### src/rtl/mdio_resp_pkg.sv
package mdio_resp_pkg;

    // Pin register bit positions (host view)
    localparam int PIN_DO  = 0;
    localparam int PIN_DI  = 1;
    localparam int PIN_OE  = 2;
    localparam int PIN_CLK = 3;
    localparam int PIN_W   = 4;

    // Header geometry: bit positions counted from the newest sampled bit
    localparam int HDR_W     = 16;
    localparam int REG_AW    = 5;
    localparam int ST_HI     = 15;
    localparam int OP_HI     = 13;
    localparam int REG_LO    = 2;
    localparam int TA_HI     = 1;

    localparam logic [1:0] START_CODE = 2'b01;
    localparam logic [1:0] OPC_WRITE  = 2'b01;
    localparam logic [1:0] OPC_READ   = 2'b10;
    localparam logic [1:0] TA_WRITE   = 2'b10;

    typedef enum logic [1:0] {
        MG_IDLE  = 2'd0,
        MG_READ  = 2'd1,
        MG_WRITE = 2'd2
    } mg_state_e;

    // One management clock event seen at the pin register
    typedef struct packed {
        logic rise;
        logic bit_v;
    } mg_edge_t;

    function automatic mg_state_e classify(input logic [1:0] st,
                                           input logic [1:0] op,
                                           input logic [1:0] ta);
        if (st == START_CODE && op == OPC_WRITE && ta == TA_WRITE)
            return MG_WRITE;
        if (st == START_CODE && op == OPC_READ && ta[0] == 1'b0)
            return MG_READ;
        return MG_IDLE;
    endfunction

endpackage

### src/rtl/mdio_pin_port.sv
module mdio_pin_port
    import mdio_resp_pkg::*;
(
    input  logic             clk,
    input  logic             rst,
    input  logic             host_wr,
    input  logic [PIN_W-1:0] host_wdata,
    input  logic             di_bit,
    output mg_edge_t         edge_o,
    output logic [PIN_W-1:0] pins_o
);
    localparam logic [PIN_W-1:0] DI_MASK = PIN_W'(1) << PIN_DI;

    logic [PIN_W-1:0] ctrl_q;

    always_ff @(posedge clk) begin
        if (rst) begin
            ctrl_q <= '0;
        end else if (host_wr) begin
            ctrl_q <= host_wdata & ~DI_MASK;
        end
    end

    always_comb begin
        edge_o.rise  = host_wr && host_wdata[PIN_CLK] && !ctrl_q[PIN_CLK];
        edge_o.bit_v = host_wdata[PIN_DO] && host_wdata[PIN_OE];
        pins_o       = ctrl_q | (di_bit ? DI_MASK : '0);
    end

    // a sampling edge needs a host write
    a_r2_edge_needs_write: assert property (@(posedge clk) disable iff (rst)
        edge_o.rise |-> host_wr);

endmodule

### src/rtl/mdio_frame_decoder.sv
module mdio_frame_decoder
    import mdio_resp_pkg::*;
#(
    parameter int SHIFT_W = 32
)(
    input  logic              clk,
    input  logic              rst,
    input  mg_edge_t          edge_i,
    output mg_state_e         state_o,
    output logic              load_rd,
    output logic              shift_rd,
    output logic [REG_AW-1:0] reg_sel
);
    localparam int CNT_W = $clog2(SHIFT_W + 1);
    localparam logic [CNT_W-1:0] CNT_FULL = CNT_W'(SHIFT_W);
    localparam logic [CNT_W-1:0] CNT_HDR  = CNT_W'(HDR_W);

    logic [SHIFT_W-2:0] hist_q;
    logic [SHIFT_W-1:0] hist_n;
    logic [CNT_W-1:0]   cnt_q, cnt_eff, cnt_n;
    mg_state_e          state_q, state_n, verdict;
    logic               sync_hit, at_hdr, at_end;

    always_comb begin
        hist_n   = {hist_q, edge_i.bit_v};
        sync_hit = &hist_n;
        cnt_eff  = sync_hit ? CNT_FULL : cnt_q;
        at_hdr   = (cnt_eff == CNT_HDR);
        at_end   = (cnt_eff == '0);
        verdict  = classify(hist_n[ST_HI -: 2], hist_n[OP_HI -: 2], hist_n[TA_HI -: 2]);
        reg_sel  = hist_n[REG_LO +: REG_AW];

        // saturating down-count: an idle counter parks at zero
        cnt_n = at_end ? '0 : cnt_eff - 1'b1;

        state_n = state_q;
        if (at_hdr)
            state_n = verdict;
        else if (at_end)
            state_n = MG_IDLE;

        load_rd  = edge_i.rise && at_hdr && (verdict == MG_READ);
        shift_rd = edge_i.rise && (state_q == MG_READ) && (cnt_eff < CNT_HDR);
    end

    always_ff @(posedge clk) begin
        if (rst) begin
            hist_q  <= '0;
            cnt_q   <= '0;
            state_q <= MG_IDLE;
        end else if (edge_i.rise) begin
            hist_q  <= hist_n[SHIFT_W-2:0];
            cnt_q   <= cnt_n;
            state_q <= state_n;
        end
    end

    assign state_o = state_q;

    // counter never exceeds the preamble length
    a_r3_count_bound: assert property (@(posedge clk) disable iff (rst)
        cnt_q <= CNT_FULL);

    // an active frame is always inside its data phase
    a_r9_active_in_data: assert property (@(posedge clk) disable iff (rst)
        (state_q != MG_IDLE) |-> (cnt_q < CNT_HDR));

    // without a rising clock bit nothing in the decoder moves
    a_r2_hold_without_edge: assert property (@(posedge clk) disable iff (rst)
        !edge_i.rise |=> ($stable(cnt_q) && $stable(state_q)));

endmodule

### src/rtl/mdio_phy_regs.sv
module mdio_phy_regs
    import mdio_resp_pkg::*;
#(
    parameter int          DATA_W  = 16,
    parameter int          ID0_IDX = 2,
    parameter logic [15:0] ID0_VAL = 16'h0022,
    parameter int          ID1_IDX = 3,
    parameter logic [15:0] ID1_VAL = 16'h161A
)(
    input  logic              clk,
    input  logic              rst,
    input  logic [REG_AW-1:0] raddr,
    output logic [DATA_W-1:0] rdata
);
    localparam int NREGS = 1 << REG_AW;

    logic [DATA_W-1:0] regs_q [NREGS];

    // Writes from the management link are accepted but discarded.
    always_ff @(posedge clk) begin
        if (rst) begin
            for (int i = 0; i < NREGS; i++) begin
                if (i == ID0_IDX)
                    regs_q[i] <= DATA_W'(ID0_VAL);
                else if (i == ID1_IDX)
                    regs_q[i] <= DATA_W'(ID1_VAL);
                else
                    regs_q[i] <= '0;
            end
        end
    end

    assign rdata = regs_q[raddr];

endmodule

### src/rtl/mdio_read_shifter.sv
module mdio_read_shifter #(
    parameter int DATA_W = 16
)(
    input  logic              clk,
    input  logic              rst,
    input  logic              load,
    input  logic [DATA_W-1:0] load_data,
    input  logic              shift,
    output logic              di_o
);
    logic [DATA_W-1:0] word_q;
    logic              di_q;

    always_ff @(posedge clk) begin
        if (rst) begin
            word_q <= '0;
            di_q   <= 1'b0;
        end else if (load) begin
            word_q <= load_data;
        end else if (shift) begin
            di_q   <= word_q[DATA_W-1];
            word_q <= {word_q[DATA_W-2:0], 1'b0};
        end
    end

    assign di_o = di_q;

    // load and shift never coincide
    a_r5_load_shift_excl: assert property (@(posedge clk) disable iff (rst)
        !(load && shift));

endmodule

### src/rtl/mdio_mgmt_responder.sv
module mdio_mgmt_responder
    import mdio_resp_pkg::*;
#(
    parameter int          SHIFT_W = 32,
    parameter int          DATA_W  = 16,
    parameter logic [15:0] ID0_VAL = 16'h0022,
    parameter logic [15:0] ID1_VAL = 16'h161A
)(
    input  logic             clk,
    input  logic             rst,
    input  logic             host_wr,
    input  logic [3:0]       host_wdata,
    output logic [3:0]       host_pins
);
    mg_edge_t          edge_w;
    mg_state_e         state_w;
    logic              load_w, shift_w, di_w;
    logic [REG_AW-1:0] reg_w;
    logic [DATA_W-1:0] rdata_w;

    mdio_pin_port u_pins (
        .clk        (clk),
        .rst        (rst),
        .host_wr    (host_wr),
        .host_wdata (host_wdata),
        .di_bit     (di_w),
        .edge_o     (edge_w),
        .pins_o     (host_pins)
    );

    mdio_frame_decoder #(.SHIFT_W(SHIFT_W)) u_dec (
        .clk      (clk),
        .rst      (rst),
        .edge_i   (edge_w),
        .state_o  (state_w),
        .load_rd  (load_w),
        .shift_rd (shift_w),
        .reg_sel  (reg_w)
    );

    mdio_phy_regs #(
        .DATA_W  (DATA_W),
        .ID0_VAL (ID0_VAL),
        .ID1_VAL (ID1_VAL)
    ) u_regs (
        .clk   (clk),
        .rst   (rst),
        .raddr (reg_w),
        .rdata (rdata_w)
    );

    mdio_read_shifter #(.DATA_W(DATA_W)) u_shift (
        .clk       (clk),
        .rst       (rst),
        .load      (load_w),
        .load_data (rdata_w),
        .shift     (shift_w),
        .di_o      (di_w)
    );

    // host bits land in the pin register one cycle after the write
    a_r1_host_bits: assert property (@(posedge clk) disable iff (rst)
        host_wr |=> (host_pins[PIN_CLK] == $past(host_wdata[PIN_CLK]) &&
                     host_pins[PIN_OE]  == $past(host_wdata[PIN_OE]) &&
                     host_pins[PIN_DO]  == $past(host_wdata[PIN_DO])));

    // data-in only moves while a read frame is in its data phase
    a_r7_di_quiet: assert property (@(posedge clk) disable iff (rst)
        (state_w != MG_READ) |=> $stable(host_pins[PIN_DI]));

endmodule

### config.mk
export PLATFORM = sky130hd
export DESIGN_NAME = mdio_mgmt_responder
export DESIGN_NICKNAME = d
export VERILOG_FILES = /design/src/rtl/mdio_resp_pkg.sv /design/src/rtl/mdio_pin_port.sv /design/src/rtl/mdio_frame_decoder.sv /design/src/rtl/mdio_phy_regs.sv /design/src/rtl/mdio_read_shifter.sv /design/src/rtl/mdio_mgmt_responder.sv
export SDC_FILE = /design/constraint.sdc
export NUM_CORES = 1
export LEC_CHECK = 0
export CAP_MARGIN = 10
export CORE_MARGIN = 5
export CORE_UTILIZATION = 60
export CTS_CLUSTER_DIAMETER = 200
export DETAILED_ROUTE_END_ITERATION = 16
export DONT_BUFFER_PORTS = 1
export GPL_TIMING_DRIVEN = 0
export HOLD_SLACK_MARGIN = 0.12
export PLACE_DENSITY = 0.76
export SLEW_MARGIN = 20
export SYNTH_ARGS = -nofsm -noshare
export SYNTH_HDL_FRONTEND = slang
export SYNTH_SLANG_ARGS = --single-unit
### constraint.sdc
create_clock -name clk -period 9.5 [get_ports clk]
set_clock_uncertainty 0.2 [all_clocks]
set_input_delay 0.95 -clock clk [delete_from_list [all_inputs] [get_ports clk]]
set_output_delay 0.95 -clock clk [all_outputs]
set_load 0.05 [all_outputs]
# --- Yosys cells after proc, flatten, opt, wreduce, memory -nomap -nowiden ---
# Memory sizes are Yosys's and may differ from the RTL's. A register that Yosys moved wholly into a read port is not among the register bits.
# Cells that the tools add are included.
op_classes:
  div_mod_pow: 0
  n_lt_le_gt_ge: 1
  shift: 0
  eq_ne: 7
  reduce_logical: 18
  n_bitwise: 3
  mul: 0
  n_mux: 18
  add_sub_neg: 1
op_table:
  columns: ["operator", "count"]
  rows:
  - ["two-way mux 16 bit", 2]
  - ["AND reduction 32 bit", 1]
  - ["two-way mux 2 bit", 7]
  - ["two-way mux 6 bit", 2]
  - ["logical AND 1 bit", 11]
  - ["two-way mux 5 bit", 2]
  - ["== test 2 x 1 -> 1 bit, second input constant", 4]
  - ["== test 6 x 5 -> 1 bit, second input constant", 1]
  - ["zero test 6 bit", 1]
  - ["less-than comparator 6 x 5 -> 1 bit, second input constant", 1]
  - ["subtractor 6 x 1 -> 6 bit, second input constant", 1]
  - ["two-way mux 1 bit", 5]
  - ["== test 2 bit, second input constant", 2]
  - ["OR 4 bit", 1]
  - ["AND reduction 2 bit", 2]
  - ["nonzero test 2 bit", 2]
  - ["inverter 1 bit", 2]
  - ["zero test 1 bit", 1]
totals:
  regBits: 59
  mem_count: 1
  latchBits: 0
  input_bits: 7
  mem_bits_rw: 224
  rom_bits: 0
  word_cells: 55
  output_inout_bits: 4
mem_list:
  columns: ["name", "words", "width", "rd", "rd_clocked_by_memory_dff", "write_ports", "line_no", "rtl"]
  rows:
  - ["u_regs.regs_q", 32, 7, 1, 1, 32, "mdio_phy_regs.sv:17", "logic [DATA_W-1:0] regs_q [NREGS];"]

# --- Longest topological paths before layout ---
logic_depth:
  word_depth: 11
  ltp_mapped: 11
  depth_no_buf: 10

# --- By module ---
# Synthesis repeated with hierarchy kept, for this count alone.
unflattened:
  cells_unflattened: 284
  area_unflattened_um2: 2803.9
by_module_without_submodules:
  columns: ["module", "cells_each", "seq_area_each_um2", "instances", "area_each_um2"]
  rows:
  - ["mdio_frame_decoder", 180, 780.7, 1, 1706.6]
  - ["mdio_read_shifter", 74, 340.3, 1, 838.3]
  - ["mdio_phy_regs", 17, 0.0, 1, 138.9]
  - ["mdio_pin_port", 13, 60.1, 1, 120.1]

# --- Least setup slack after synthesis ---
# OpenSTA, ideal clock, no wires.
synth_timing:
  kind: "input to register"
  startpoint: "in host_wdata[2]"
  endpoint: "reg u_dec.state_q[1], in the netlist u_dec.state_o[1]"
  path_buffers: 0
  arrival_ps: 3382
  path_stages: 9
  setup_slack_ps: 5848
  required_time_ps: 9230
  setup_time_ps: 70
  path_cell_list: "nand2_1 -> nor4_1 -> nand3_1 -> nand2_1 -> ha_1 -> or3b_4 -> or3_1 -> or4_1 -> a21oi_1"
synth_between:
  elab_chain_len: 8
  word_cells_on_any_way: 18
  classes_between: "eq/ne: 2; mux: 8; bitwise: 1; reduce/logical: 7"
synth_rtl:
  columns: ["element", "line_no", "rtl"]
  rows:
  - ["start, declared", "mdio_mgmt_responder.sv:12", "input logic [3:0] host_wdata,"]
  - ["logical AND 1 bit *", "mdio_pin_port.sv:26", "edge_o.bit_v = host_wdata[PIN_DO] && host_wdata[PIN_OE];"]
  - ["parallel branches: the longest is 7 deep, another holds AND reduction 32 bit", null, null]
  - ["end signal, assigned", "mdio_frame_decoder.sv:54", "state_q <= state_n;"]
  - ["end, declared", "mdio_frame_decoder.sv:21", "mg_state_e state_q, state_n, verdict;"]
# Every way passes the cells marked *. The select of a mux whose other input is x is not followed.
# A chain may end at the register's enable or synchronous reset.

# --- Worst setup path after layout ---
layout_timing:
  startpoint: "in host_wdata[2]"
  endpoint: "reg u_shift.word_q[9]"
layout_between:
  elab_chain_len: 10
  word_cells_on_any_way: 21
  classes_between: "order compare: 1; eq/ne: 3; mux: 8; bitwise: 1; reduce/logical: 8"
layout_rtl:
  columns: ["element", "line_no", "rtl"]
  rows:
  - ["logical AND 1 bit *", "mdio_pin_port.sv:26", null]
  - ["parallel branches: the longest is 9 deep, another holds less-than comparator 6 x 5 -> 1 bit", null, null]
  - ["end signal, assigned", "mdio_read_shifter.sv:19", "word_q <= load_data;"]
  - ["end signal, assigned", "mdio_read_shifter.sv:22", "word_q <= {word_q[DATA_W-2:0], 1'b0};"]
  - ["end, declared", "mdio_read_shifter.sv:11", "logic [DATA_W-1:0] word_q;"]
# Marked as above.

==> metrics <==
status=complete, no violations; Synth Area in Compound Gates=20.0%; cts bufs inserted=9; Seq/Total Area, Yosys=49.0%; Final TNS setup=0 ps; Power Dens Cells=177 nW/um2; non-filler instance count after layout=377; Synth cell types=38; setup slack, reg-to-reg=5740 ps; mux share of post-synthesis cell area=2.72%; initial antenna violation count=0; core area=4090 um2; Worst-path clk slew=60 ps; Mapped Avg Cell Area=8.28 um2; most frequent cells in the layout=76 x nand2_1, 63 x dfxtp_1, 48 x a21oi_1, 20 x clkbuf_1, 15 x nor2_1; Hold Crit Depth=2; Final ANT Viol Nets=0; Slew Viols, Final=0; CTS resizes=0; GRT overflow=0; Worst Path Class, Setup=primary input to register; #FFs+latches synth=63; Fmax=260 MHz; top_reg_cell synth=dfxtp_1; Post-Syn Nets=320; share of cells above drive strength 1=6.42%; commonest non-fill, non-tap cell in the layout=nand2_1; HP Start=u_shift.word_q[12]; Synth Area in Simple Gates=22.9%; Rows=23; M3 GR Usage=5.94%; Inserted Diodes=0; Root Buffer=clkbuf_8; synthesized area=2570 um2; met2 Use GR=35.1%; Hold Vio Cnt, Final=0; drt drc=0; Inst Count DP=361; Initial Utilization=63.0%; first-pass GRT wire length=9610 um; chip width=75.5 um; Post CTS Setup Buffer Count=0; layout net count=331; Max-Cap Viols=0; Adder-Cell Fraction of Synth Area=0.972%; routed vias=2249; Least-Margin Pin Slew=682 ps; critical path endpoint category=register; CTS tree=built; Final Critical Period=3850 ps; yosys warns=0; crit-path max FO=10; Final period util=40.5%; vias in the first global route=2050; drt pass-1 iters=5; Slew headroom=54.1%; DR WL/cell=15.0 um; die height=75.5 um; Sink Count=63; worst skew pair latency=340 ps; Critical R2R Launch=u_dec.hist_q[14]; post-synthesis xor/xnor area fraction=0%; RSZ-0062 raised after global routing=no; Longest Clk Path Bufs=2; PortBufs=0; Die ar.=5700 um2; vias per inst=5.97; H-Tree Depth=3; I/O pin total=11; dpl hpwl=3850 um; CP arrival=3910 ps; Post-synth EDFFs=0; final setup fails=0; crit path launch type=primary input; Worst Reg2Reg Path Length in Cells=10; final WL=5640 um; GR Util All Layers=22.7%; hold path endpoint=u_shift.word_q[13]; pin count of the biggest net entering global routing=11; hold-fix buffer count after cts=0; maximum vdd drop=0.000122 V; largest family of logic cells by synthesized area=simple AND/OR/NAND/NOR gates; First DRT Iteration DRCs=137; Hold WC Path Type=register to register; Area Overhead vs Synth=8.55%; Cells after Synth=311; GP Congestion=0.863; gr busiest metal=met2; leak pwr=0.894 nW; Crit path required time=9570 ps; Async SR Flop Fraction=0%; met1 GRT Util=29.2%; Worst R2R End=u_shift.word_q[9]
-- power breakdown --
| group | leakage (nW) | internal, W | switching [W] |
|---|---|---|---|
| logic | 0.305 | 0.00000987 | 0.0000230 |
| registers | 0.508 | 0.000267 | 0.00000482 |
| clock network | 0.0801 | 0.0000934 | 0.0000969 |
-- registers in the layout (all words and copies together), names as in the netlist, named ones only --
name,flops
u_shift.di_o,1
u_dec.cnt_q,6
u_shift.word_q,15
u_pins.ctrl_q,3
u_dec.state_o,2
u_dec.hist_q,31
-- how the worst max path moves through the flow --
stage,to,from,slack [ps],cells after the start
6_report,u_shift.word_q[9],host_wdata[2],5650,10
4_1_cts,u_shift.word_q[12],host_wdata[2],5740,10
2_1_floorplan,u_dec.state_o[1],host_wdata[2],5850,9
3_3_place_gp,u_shift.word_q[3],host_wdata[2],5400,10
5_1_grt,u_shift.word_q[12],host_wdata[2],5460,10
3_5_place_dp,u_shift.word_q[3],host_wdata[2],5400,10
-- routing by layer --
layer,share of wire [%],vias to the layer above
met5,0,-
met4,1.8,0
met3,4.3,12
met2,48,61
met1,46,1056
li1,-,1120
-- synth_stat cells (4+ instances only) --
master	number	area share, %
a21boi_0	5	1.5
a21oi_1	48	9.3
and3_1	4	0.97
clkbuf_1	17	2.5
dfxtp_1	63	49
mux2i_1	7	2.7
nand2_1	76	11
nand3_1	4	0.78
nand4_1	9	2.2
nor2_1	15	2.2
o2111ai_1	5	1.7
o21ai_0	7	1.4
o31ai_1	11	3.2
or3_1	4	0.97
-- final cells by class --
class	count	area, um2
inverters	3	11.3
well taps	50	62.6
clock inverters	4	22.5
plain buffers	23	103
flip-flops and latches	63	1260
fillers	347	1290
multi-input cells	222	1200
clock buffers	12	135
-- metrics by stage --
| stage | total power [W] | setup WS (ps) | instance area [um2] | util, % | hold WS, ps |
|---|---|---|---|---|---|
| 2_1_floorplan | 0.000302 | 5850 | 2570 | - | 232 |
| 3_3_place_gp | 0.000309 | 5400 | 2640 | 64.5 | 243 |
| 3_5_place_dp | 0.000310 | 5400 | 2640 | 64.5 | 247 |
| 4_1_cts | 0.000500 | 5740 | 2800 | 68.4 | 255 |
| 5_1_grt | 0.000519 | 5460 | 2800 | 68.4 | 280 |
| 6_report | 0.000495 | 5650 | 2800 | 68.4 | 254 |
-- worst max-delay path, cell delays in order --
cell       delay (ps)
nand2_1            80
nor4_1            550
nand3_1           460
nand2_1           220
ha_1              180
or3b_4            410
nor3_2            370
and4_1            370
o2111ai_1         160
a21oi_1           160
-- cells by family after synthesis --
kind of cell / Yosys count
mux: 7
fa+ha+maj: 2
compound gates: 85
flops: 63
buf+inv: 26
simple gates: 128
(Power assumes the default switching activity.)
